<file path="src/rtl/ect_pkg.sv">
package ect_pkg;

  localparam logic [1:0] MODE_CLR_START = 2'b10;

  typedef enum logic [1:0] {
    EDGE_NONE = 2'b00,
    EDGE_RISE = 2'b01,
    EDGE_FALL = 2'b10,
    EDGE_BOTH = 2'b11
  } edgeSel_e;

  typedef struct packed {
    logic run;
    logic cmp;
    logic clr;
    logic inc;
    logic cap0;
    logic cap1;
  } ctrlStrb_t;

  function automatic logic edgeHit(input logic [1:0] sel, input logic rise, input logic fall);
    case (sel)
      EDGE_RISE: edgeHit = rise;
      EDGE_FALL: edgeHit = fall;
      EDGE_BOTH: edgeHit = rise | fall;
      default:   edgeHit = 1'b0;
    endcase
  endfunction

  function automatic logic [1:0] oppositeSel(input logic [1:0] sel);
    case (sel)
      EDGE_RISE: oppositeSel = EDGE_FALL;
      EDGE_FALL: oppositeSel = EDGE_RISE;
      default:   oppositeSel = EDGE_NONE;
    endcase
  endfunction

endpackage

</file>
<file path="src/rtl/ect_edge_det.sv">
module ect_edge_det #(
  parameter int SYNC_STAGES = 2
) (
  input  logic clk,
  input  logic rstN,
  input  logic pinIn,
  output logic rise,
  output logic fall
);

  localparam int CHAIN_W = SYNC_STAGES + 1;

  logic [CHAIN_W-1:0] chain;

  always_ff @(posedge clk or negedge rstN) begin
    if (!rstN) chain <= '0;
    else       chain <= {chain[CHAIN_W-2:0], pinIn};
  end

  always_comb begin
    rise = chain[SYNC_STAGES-1] & ~chain[SYNC_STAGES];
    fall = ~chain[SYNC_STAGES-1] & chain[SYNC_STAGES];
  end

endmodule

</file>
<file path="src/rtl/ect_ctrl.sv">
module ect_ctrl
  import ect_pkg::*;
#(
  parameter int SYNC_STAGES = 2
) (
  input  logic      clk,
  input  logic      rstN,
  input  logic [1:0] mode,
  input  logic      capMode,
  input  logic      cap0Sel,
  input  logic [1:0] trigEdge,
  input  logic [1:0] capEdge,
  input  logic      clkIsTrig,
  input  logic      countEn,
  input  logic      trigPin,
  input  logic      capPin,
  output ctrlStrb_t strb
);

  localparam int NUM_PINS = 2;

  logic [NUM_PINS-1:0] pinVec, riseVec, fallVec;

  assign pinVec = {capPin, trigPin};

  for (genvar p = 0; p < NUM_PINS; p++) begin : g_pin
    ect_edge_det #(.SYNC_STAGES(SYNC_STAGES)) u_edge (
      .clk  (clk),
      .rstN (rstN),
      .pinIn(pinVec[p]),
      .rise (riseVec[p]),
      .fall (fallVec[p])
    );
  end

  logic running, trigValid, trigOpp, capValid;

  always_comb begin
    running   = (mode == MODE_CLR_START);
    trigValid = edgeHit(trigEdge, riseVec[0], fallVec[0]);
    trigOpp   = edgeHit(oppositeSel(trigEdge), riseVec[0], fallVec[0]);
    capValid  = edgeHit(capEdge, riseVec[1], fallVec[1]);

    strb.run  = running;
    strb.cmp  = running & ~capMode;
    strb.clr  = running & trigValid;
    strb.inc  = running & countEn & ~clkIsTrig;
    strb.cap1 = running & capMode & trigValid;
    strb.cap0 = running & capMode & (cap0Sel ? trigOpp : capValid);
  end

endmodule

</file>
<file path="src/rtl/ect_datapath.sv">
module ect_datapath
  import ect_pkg::*;
#(
  parameter int CNT_W = 16
) (
  input  logic             clk,
  input  logic             rstN,
  input  ctrlStrb_t        strb,
  input  logic             outEn,
  input  logic             wrEn,
  input  logic             wrSel,
  input  logic [CNT_W-1:0] wrData,
  input  logic [1:0]       rdSel,
  output logic [CNT_W-1:0] rdData,
  output logic             irq0,
  output logic             irq1,
  output logic             toggleOut
);

  localparam int NUM_REGS = 2;

  logic [CNT_W-1:0]    cnt, nxtCnt;
  logic [CNT_W-1:0]    ccReg [NUM_REGS];
  logic [NUM_REGS-1:0] capStrb, hit;
  logic                upd;

  always_comb begin
    upd     = strb.clr | strb.inc;
    nxtCnt  = strb.clr ? '0 : (strb.inc ? cnt + 1'b1 : cnt);
    capStrb = {strb.cap1, strb.cap0};
  end

  for (genvar i = 0; i < NUM_REGS; i++) begin : g_reg
    assign hit[i] = strb.cmp & upd & (nxtCnt == ccReg[i]);

    always_ff @(posedge clk or negedge rstN) begin
      if (!rstN)                                ccReg[i] <= '0;
      else if (capStrb[i])                      ccReg[i] <= cnt;
      else if (wrEn && (wrSel == 1'(i)))        ccReg[i] <= wrData;
    end
  end

  always_ff @(posedge clk or negedge rstN) begin
    if (!rstN) begin
      cnt       <= '0;
      irq0      <= 1'b0;
      irq1      <= 1'b0;
      toggleOut <= 1'b0;
    end else if (!strb.run) begin
      cnt       <= '0;
      irq0      <= 1'b0;
      irq1      <= 1'b0;
      toggleOut <= 1'b0;
    end else begin
      cnt       <= nxtCnt;
      irq0      <= strb.cap0 | hit[0];
      irq1      <= strb.cap1 | hit[1];
      toggleOut <= toggleOut ^ (outEn & (|hit));
    end
  end

  always_comb begin
    case (rdSel)
      2'd0:    rdData = ccReg[0];
      2'd1:    rdData = ccReg[1];
      default: rdData = cnt;
    endcase
  end

  // an increment without a clear advances the count by exactly one
  a_r2_step: assert property (@(posedge clk) disable iff (!rstN)
    (strb.run && strb.inc && !strb.clr) |=> (cnt == $past(cnt) + 1'b1));

  // a clear strobe leaves zero regardless of the count enable
  a_r3_clear: assert property (@(posedge clk) disable iff (!rstN)
    (strb.run && strb.clr) |=> (cnt == '0));

  // a stopped mode holds everything quiet
  a_r1_idle: assert property (@(posedge clk) disable iff (!rstN)
    !strb.run |=> (cnt == '0 && !irq0 && !irq1 && !toggleOut));

  // a trigger capture stores the pre-clear count and pulses irq1
  a_r6_cap1: assert property (@(posedge clk) disable iff (!rstN)
    strb.cap1 |=> (ccReg[1] == $past(cnt) && irq1));

  // a register-0 capture stores the count and pulses irq0
  a_r7_cap0: assert property (@(posedge clk) disable iff (!rstN)
    strb.cap0 |=> (ccReg[0] == $past(cnt) && irq0));

endmodule

</file>
<file path="src/rtl/edge_clear_timer.sv">
module edge_clear_timer
  import ect_pkg::*;
#(
  parameter int CNT_W       = 16,
  parameter int SYNC_STAGES = 2
) (
  input  logic             clk,
  input  logic             rstN,
  input  logic [1:0]       mode,
  input  logic             capMode,
  input  logic             cap0Sel,
  input  logic [1:0]       trigEdge,
  input  logic [1:0]       capEdge,
  input  logic             clkIsTrig,
  input  logic             outEn,
  input  logic             countEn,
  input  logic             trigPin,
  input  logic             capPin,
  input  logic             wrEn,
  input  logic             wrSel,
  input  logic [CNT_W-1:0] wrData,
  input  logic [1:0]       rdSel,
  output logic [CNT_W-1:0] rdData,
  output logic             irq0,
  output logic             irq1,
  output logic             toggleOut
);

  ctrlStrb_t strb;

  ect_ctrl #(.SYNC_STAGES(SYNC_STAGES)) u_ctrl (
    .clk      (clk),
    .rstN     (rstN),
    .mode     (mode),
    .capMode  (capMode),
    .cap0Sel  (cap0Sel),
    .trigEdge (trigEdge),
    .capEdge  (capEdge),
    .clkIsTrig(clkIsTrig),
    .countEn  (countEn),
    .trigPin  (trigPin),
    .capPin   (capPin),
    .strb     (strb)
  );

  ect_datapath #(.CNT_W(CNT_W)) u_dp (
    .clk      (clk),
    .rstN     (rstN),
    .strb     (strb),
    .outEn    (outEn),
    .wrEn     (wrEn),
    .wrSel    (wrSel),
    .wrData   (wrData),
    .rdSel    (rdSel),
    .rdData   (rdData),
    .irq0     (irq0),
    .irq1     (irq1),
    .toggleOut(toggleOut)
  );

endmodule

</file>
<file path="config.mk">
export PLATFORM = sky130hd
export DESIGN_NAME = edge_clear_timer
export DESIGN_NICKNAME = d
export VERILOG_FILES = /design/src/rtl/ect_pkg.sv /design/src/rtl/ect_edge_det.sv /design/src/rtl/ect_ctrl.sv /design/src/rtl/ect_datapath.sv /design/src/rtl/edge_clear_timer.sv
export SDC_FILE = /design/constraint.sdc
export NUM_CORES = 1
export LEC_CHECK = 0
export BUFFER_PORTS_ARGS = -buffer_cell sky130_fd_sc_hd__buf_4
export CAP_MARGIN = 0
export CORE_MARGIN = 1
export CORE_UTILIZATION = 40
export CTS_CLUSTER_SIZE = 16
export DETAILED_ROUTE_END_ITERATION = 8
export MAX_ROUTING_LAYER = met4
export SLEW_MARGIN = 40
export SYNTH_ARGS = -nofsm -noshare
export SYNTH_HDL_FRONTEND = slang
export SYNTH_SLANG_ARGS = --single-unit
</file>
<file path="constraint.sdc">
create_clock -name clk -period 3.1 [get_ports clk]
set_input_delay 0.31 -clock clk [delete_from_list [all_inputs] [get_ports clk]]
set_output_delay 0.31 -clock clk [all_outputs]
set_load 0.02 [all_outputs]
</file>
==> summary.txt <==
Global routing
  – Number of global-route vias before repair: 3490
  – Number of antenna violations at the first check in global routing: 0
  – Pin count of the biggest net entering global routing: 58
  – Overall routing resource usage: 0.2739
  – First-pass GRT wire length: 20.22 mm
  – Overflow left after global routing: 0

Setup path
  – CP Class: flip-flop to flip-flop
  – Delay contributed by the slowest stage of the critical path: 0.57 ns
  – CP dominant cell by count: sky130_fd_sc_hd__buf_4
  – Worst-path cell chain: inv_1, ha_4, nand2b_4, a311oi_2, buf_4, buf_4, nor3_1, a221o_1, or4_1, nor4_4, o21ai_1, xor2_1, nor2_1
  – Critical path launch point type: flip-flop
  – CP arrival: 3.19 ns
  – Worst path slowest cell: sky130_fd_sc_hd__or4_1
  – Critical Path End Type: flip-flop
  – CP max FO: 7
  – Worst path top cell family by delay: simple AND/OR/NAND/NOR gates
  – Worst endpoint required time: 3.33 ns
  – Number of buffers and inverters on the critical path: 3

Layout
  – Fraction of layout cells with a size suffix above 1: 0.2518
  – Antenna Cells: 0
  – Area grow syn2layout: 26.95%
  – Total number of nets in the final design: 583
  – Final cell utilization of the core: 0.5234

Timing
  – Setup TNS: 0 ns
  – Share of the clock period used by the worst path: 0.9526
  – Min Tclk post-route: 2.953 ns
  – Highest Clock Rate: 0.3386 GHz
  – Max-slew violation count: 0
  – Clock skew: 0.008285 ns
  – Worst slew margin: 0.5511
  – Hold Vio Cnt, Final: 0
  – Worst hold slack across all endpoints: 0.06771 ns
  – Worst Max-Slew Pin Slew: 0.6717 ns
  – Setup violators final: 0

Clocking
  – Clk Tree Root Cell: sky130_fd_sc_hd__clkbuf_8
  – Clock transition at path regs: 0.07 ns
  – Deepest level of the CTS H-tree: 3
  – CTS Buffer Depth: 2
  – Total clock sinks: 57
  – Clk_lat worst skew: 0.35 ns
  – CTS tree: done
  – Clock buffer count from CTS: 9

Status
  – Run status: finished clean

Route
  – ANT nets after route: 0
  – Initial drt markers: 315
  – Total routed wirelength: 13.01 mm
  – 1st-pass router iterations: 5
  – WL/cell: 19.22 um
  – Average via count per standard cell: 5.660
  – Via Count: 3832
  – DRC: 0

Power and ir drop
  – Total power draw: 2.314 mW
  – P per Cell Area: 454.4 nW/um^2
  – Leakage power: 2.313 nW
  – IR Drop Worst-Case VDD: 0.3818 mV

Floorplanning
  – Height of the chip: 102.1 um
  – Placeable core region: 9729 um^2
  – Number of top-level pins: 54
  – Die area: 10430 um^2
  – Die Width: 102.1 um
  – Effective utilization at floorplan: 0.4123
  – Number of core rows: 36

Logic synthesis
  – Combined area of all synthesized cells: 4011 um^2
  – Proportion of register bits with asynchronous set or reset after synthesis: 1.000
  – Share of synthesized area occupied by flip-flops and latches: 0.3556
  – Post-synth EDFFs: 0
  – Largest cells by area after synthesis: sky130_fd_sc_hd__dfrtp_1 (36%), sky130_fd_sc_hd__mux2i_1 (13%), sky130_fd_sc_hd__nor2_1 (5.9%)
  – Number of register bits inferred by synthesis: 57
  – Top cell type by total area after synthesis: sky130_fd_sc_hd__dfrtp_1
  – Distinct cells, synth: 61
  – Synthesized Nets: 512
  – Commonest register cell after synthesis: sky130_fd_sc_hd__dfrtp_1
  – Warnings, synthesis: 0
  – Gate count of the mapped netlist: 468
  – Proportion of netlist area held by the largest area contributor: 0.3556
  – Mapped Avg Cell Area: 8.571 um^2

Hold path
  – HP Class: primary input to flip-flop

Place
  – Weighted congestion reported at the end of routability-driven placement: 0.9802
  – HPWL Detailed: 9.449 mm
  – Buffers added on ports: 53

Flow run
  – Max_cap viols: 0
[layer usage]
layer | GRT usage | share of wire
met1 | 0.3912 | 0.47
met2 | 0.3913 | 0.44
met3 | 0.03694 | 0.061
met5 | - | 0
met4 | 0.1055 | 0.028
[power by group]
group / total, mW / internal [mW] / switching (mW)
Clock: 0.873 / 0.555 / 0.319
Sequential: 0.972 / 0.823 / 0.149
Combinational: 0.469 / 0.228 / 0.241
Total: 2.31 / 1.61 / 0.708
[through the flow]
stage / setup WS (ns) / std cells / instance area [um^2]
finish: 0.1471 / 677 / 5092
global route: -0.02759 / 677 / 5092
CTS: 0.08420 / 669 / 4921
detailed placement: -0.06841 / 653 / 4677
global placement: 0.01397 / 653 / 4674
floorplan: 0.2232 / 468 / 4011
[flip-flops by register name, indices dropped and copies added (netlist names)]
signal,cells
u_ctrl.g_pin.u_edge.chain,6
u_dp.ccReg,32
u_dp.cnt,16
u_dp.irq0,1
u_dp.irq1,1
u_dp.toggleOut,1
[repair_timing]
action                                  CTS  global route
hold endpoints to repair                  0            57
endpoints found under the setup margin    0             1
setup buffers                             0             7
gates resized for setup                   0            20
hold buffers                              0             1
[cells in the final DEF, fill, tap and decap left out, types with 3 or more instances in the layout]
master	instances
sky130_fd_sc_hd__nor2_1	63
sky130_fd_sc_hd__a22oi_1	3
sky130_fd_sc_hd__o21ai_0	26
sky130_fd_sc_hd__o211ai_1	3
sky130_fd_sc_hd__a221oi_2	3
sky130_fd_sc_hd__ha_1	8
sky130_fd_sc_hd__xor2_1	6
sky130_fd_sc_hd__buf_4	94
sky130_fd_sc_hd__mux2i_1	52
sky130_fd_sc_hd__o22ai_1	3
sky130_fd_sc_hd__bufinv_16	3
sky130_fd_sc_hd__nor3_1	7
sky130_fd_sc_hd__nor4_1	4
sky130_fd_sc_hd__nor4_4	3
sky130_fd_sc_hd__dfrtp_1	55
sky130_fd_sc_hd__xnor2_1	13
sky130_fd_sc_hd__nand2_1	35
sky130_fd_sc_hd__nor2b_1	5
sky130_fd_sc_hd__nand4_1	7
sky130_fd_sc_hd__a21oi_1	41
sky130_fd_sc_hd__nand2b_1	6
sky130_fd_sc_hd__clkbuf_8	10
sky130_fd_sc_hd__inv_1	15
sky130_fd_sc_hd__nand3_1	13
sky130_fd_sc_hd__o221ai_1	3
[worst paths after layout]
check / from / to / slack [ns] / cells past startpoint
min in group asynchronous: rstN / u_dp.cnt[9] / 0.50 / 2
hold reg to reg: u_ctrl.g_pin[0].u_edge.chain[0] / u_ctrl.g_pin[0].u_edge.chain[1] / 0.35 / 0
setup reg to reg: u_ctrl.g_pin[0].u_edge.chain[1] / u_dp.toggleOut / 0.15 / 13
max in group asynchronous: rstN / u_dp.cnt[4] / 2.19 / 2
setup / recovery: u_ctrl.g_pin[0].u_edge.chain[1] / u_dp.toggleOut / 0.15 / 13
hold / removal: trigPin / u_ctrl.g_pin[0].u_edge.chain[0] / 0.07 / 1
[cell usage after synthesis, types with 7 or more instances]
library cell / number
sky130_fd_sc_hd__xnor2_1: 14
sky130_fd_sc_hd__o21ai_0: 27
sky130_fd_sc_hd__clkbuf_1: 23
sky130_fd_sc_hd__inv_1: 15
sky130_fd_sc_hd__nor2_1: 63
sky130_fd_sc_hd__buf_2: 7
sky130_fd_sc_hd__nand2_1: 36
sky130_fd_sc_hd__ha_1: 9
sky130_fd_sc_hd__dfrtp_1: 57
sky130_fd_sc_hd__nand4_1: 7
sky130_fd_sc_hd__nor3_1: 9
sky130_fd_sc_hd__a21oi_1: 42
sky130_fd_sc_hd__nand3_1: 13
sky130_fd_sc_hd__nand2b_1: 7
sky130_fd_sc_hd__mux2i_1: 52
[area by class of cell]
type | instances | area (um^2)
Multi-Input combinational cell | 360 | 2470
Clock inverter | 5 | 102.6
Clock buffer | 11 | 141.4
Inverter | 15 | 56.30
Tap cell | 133 | 166.4
Fill cell | 950 | 4637
Timing Repair Buffer | 96 | 726.9
Sequential cell | 57 | 1429
[kinds of logic after synthesis]
kind of cell / share of synthesized area
buffers and inverters: 0.05552
adder cells (fa/ha/maj): 0.02807
multiplexers: 0.1326
AND/OR/NAND/NOR: 0.2134
XOR/XNOR: 0.04367
flip-flops: 0.3556
AO/OA/AOI/OAI: 0.1712
Power figures use the tool's default switching activity.
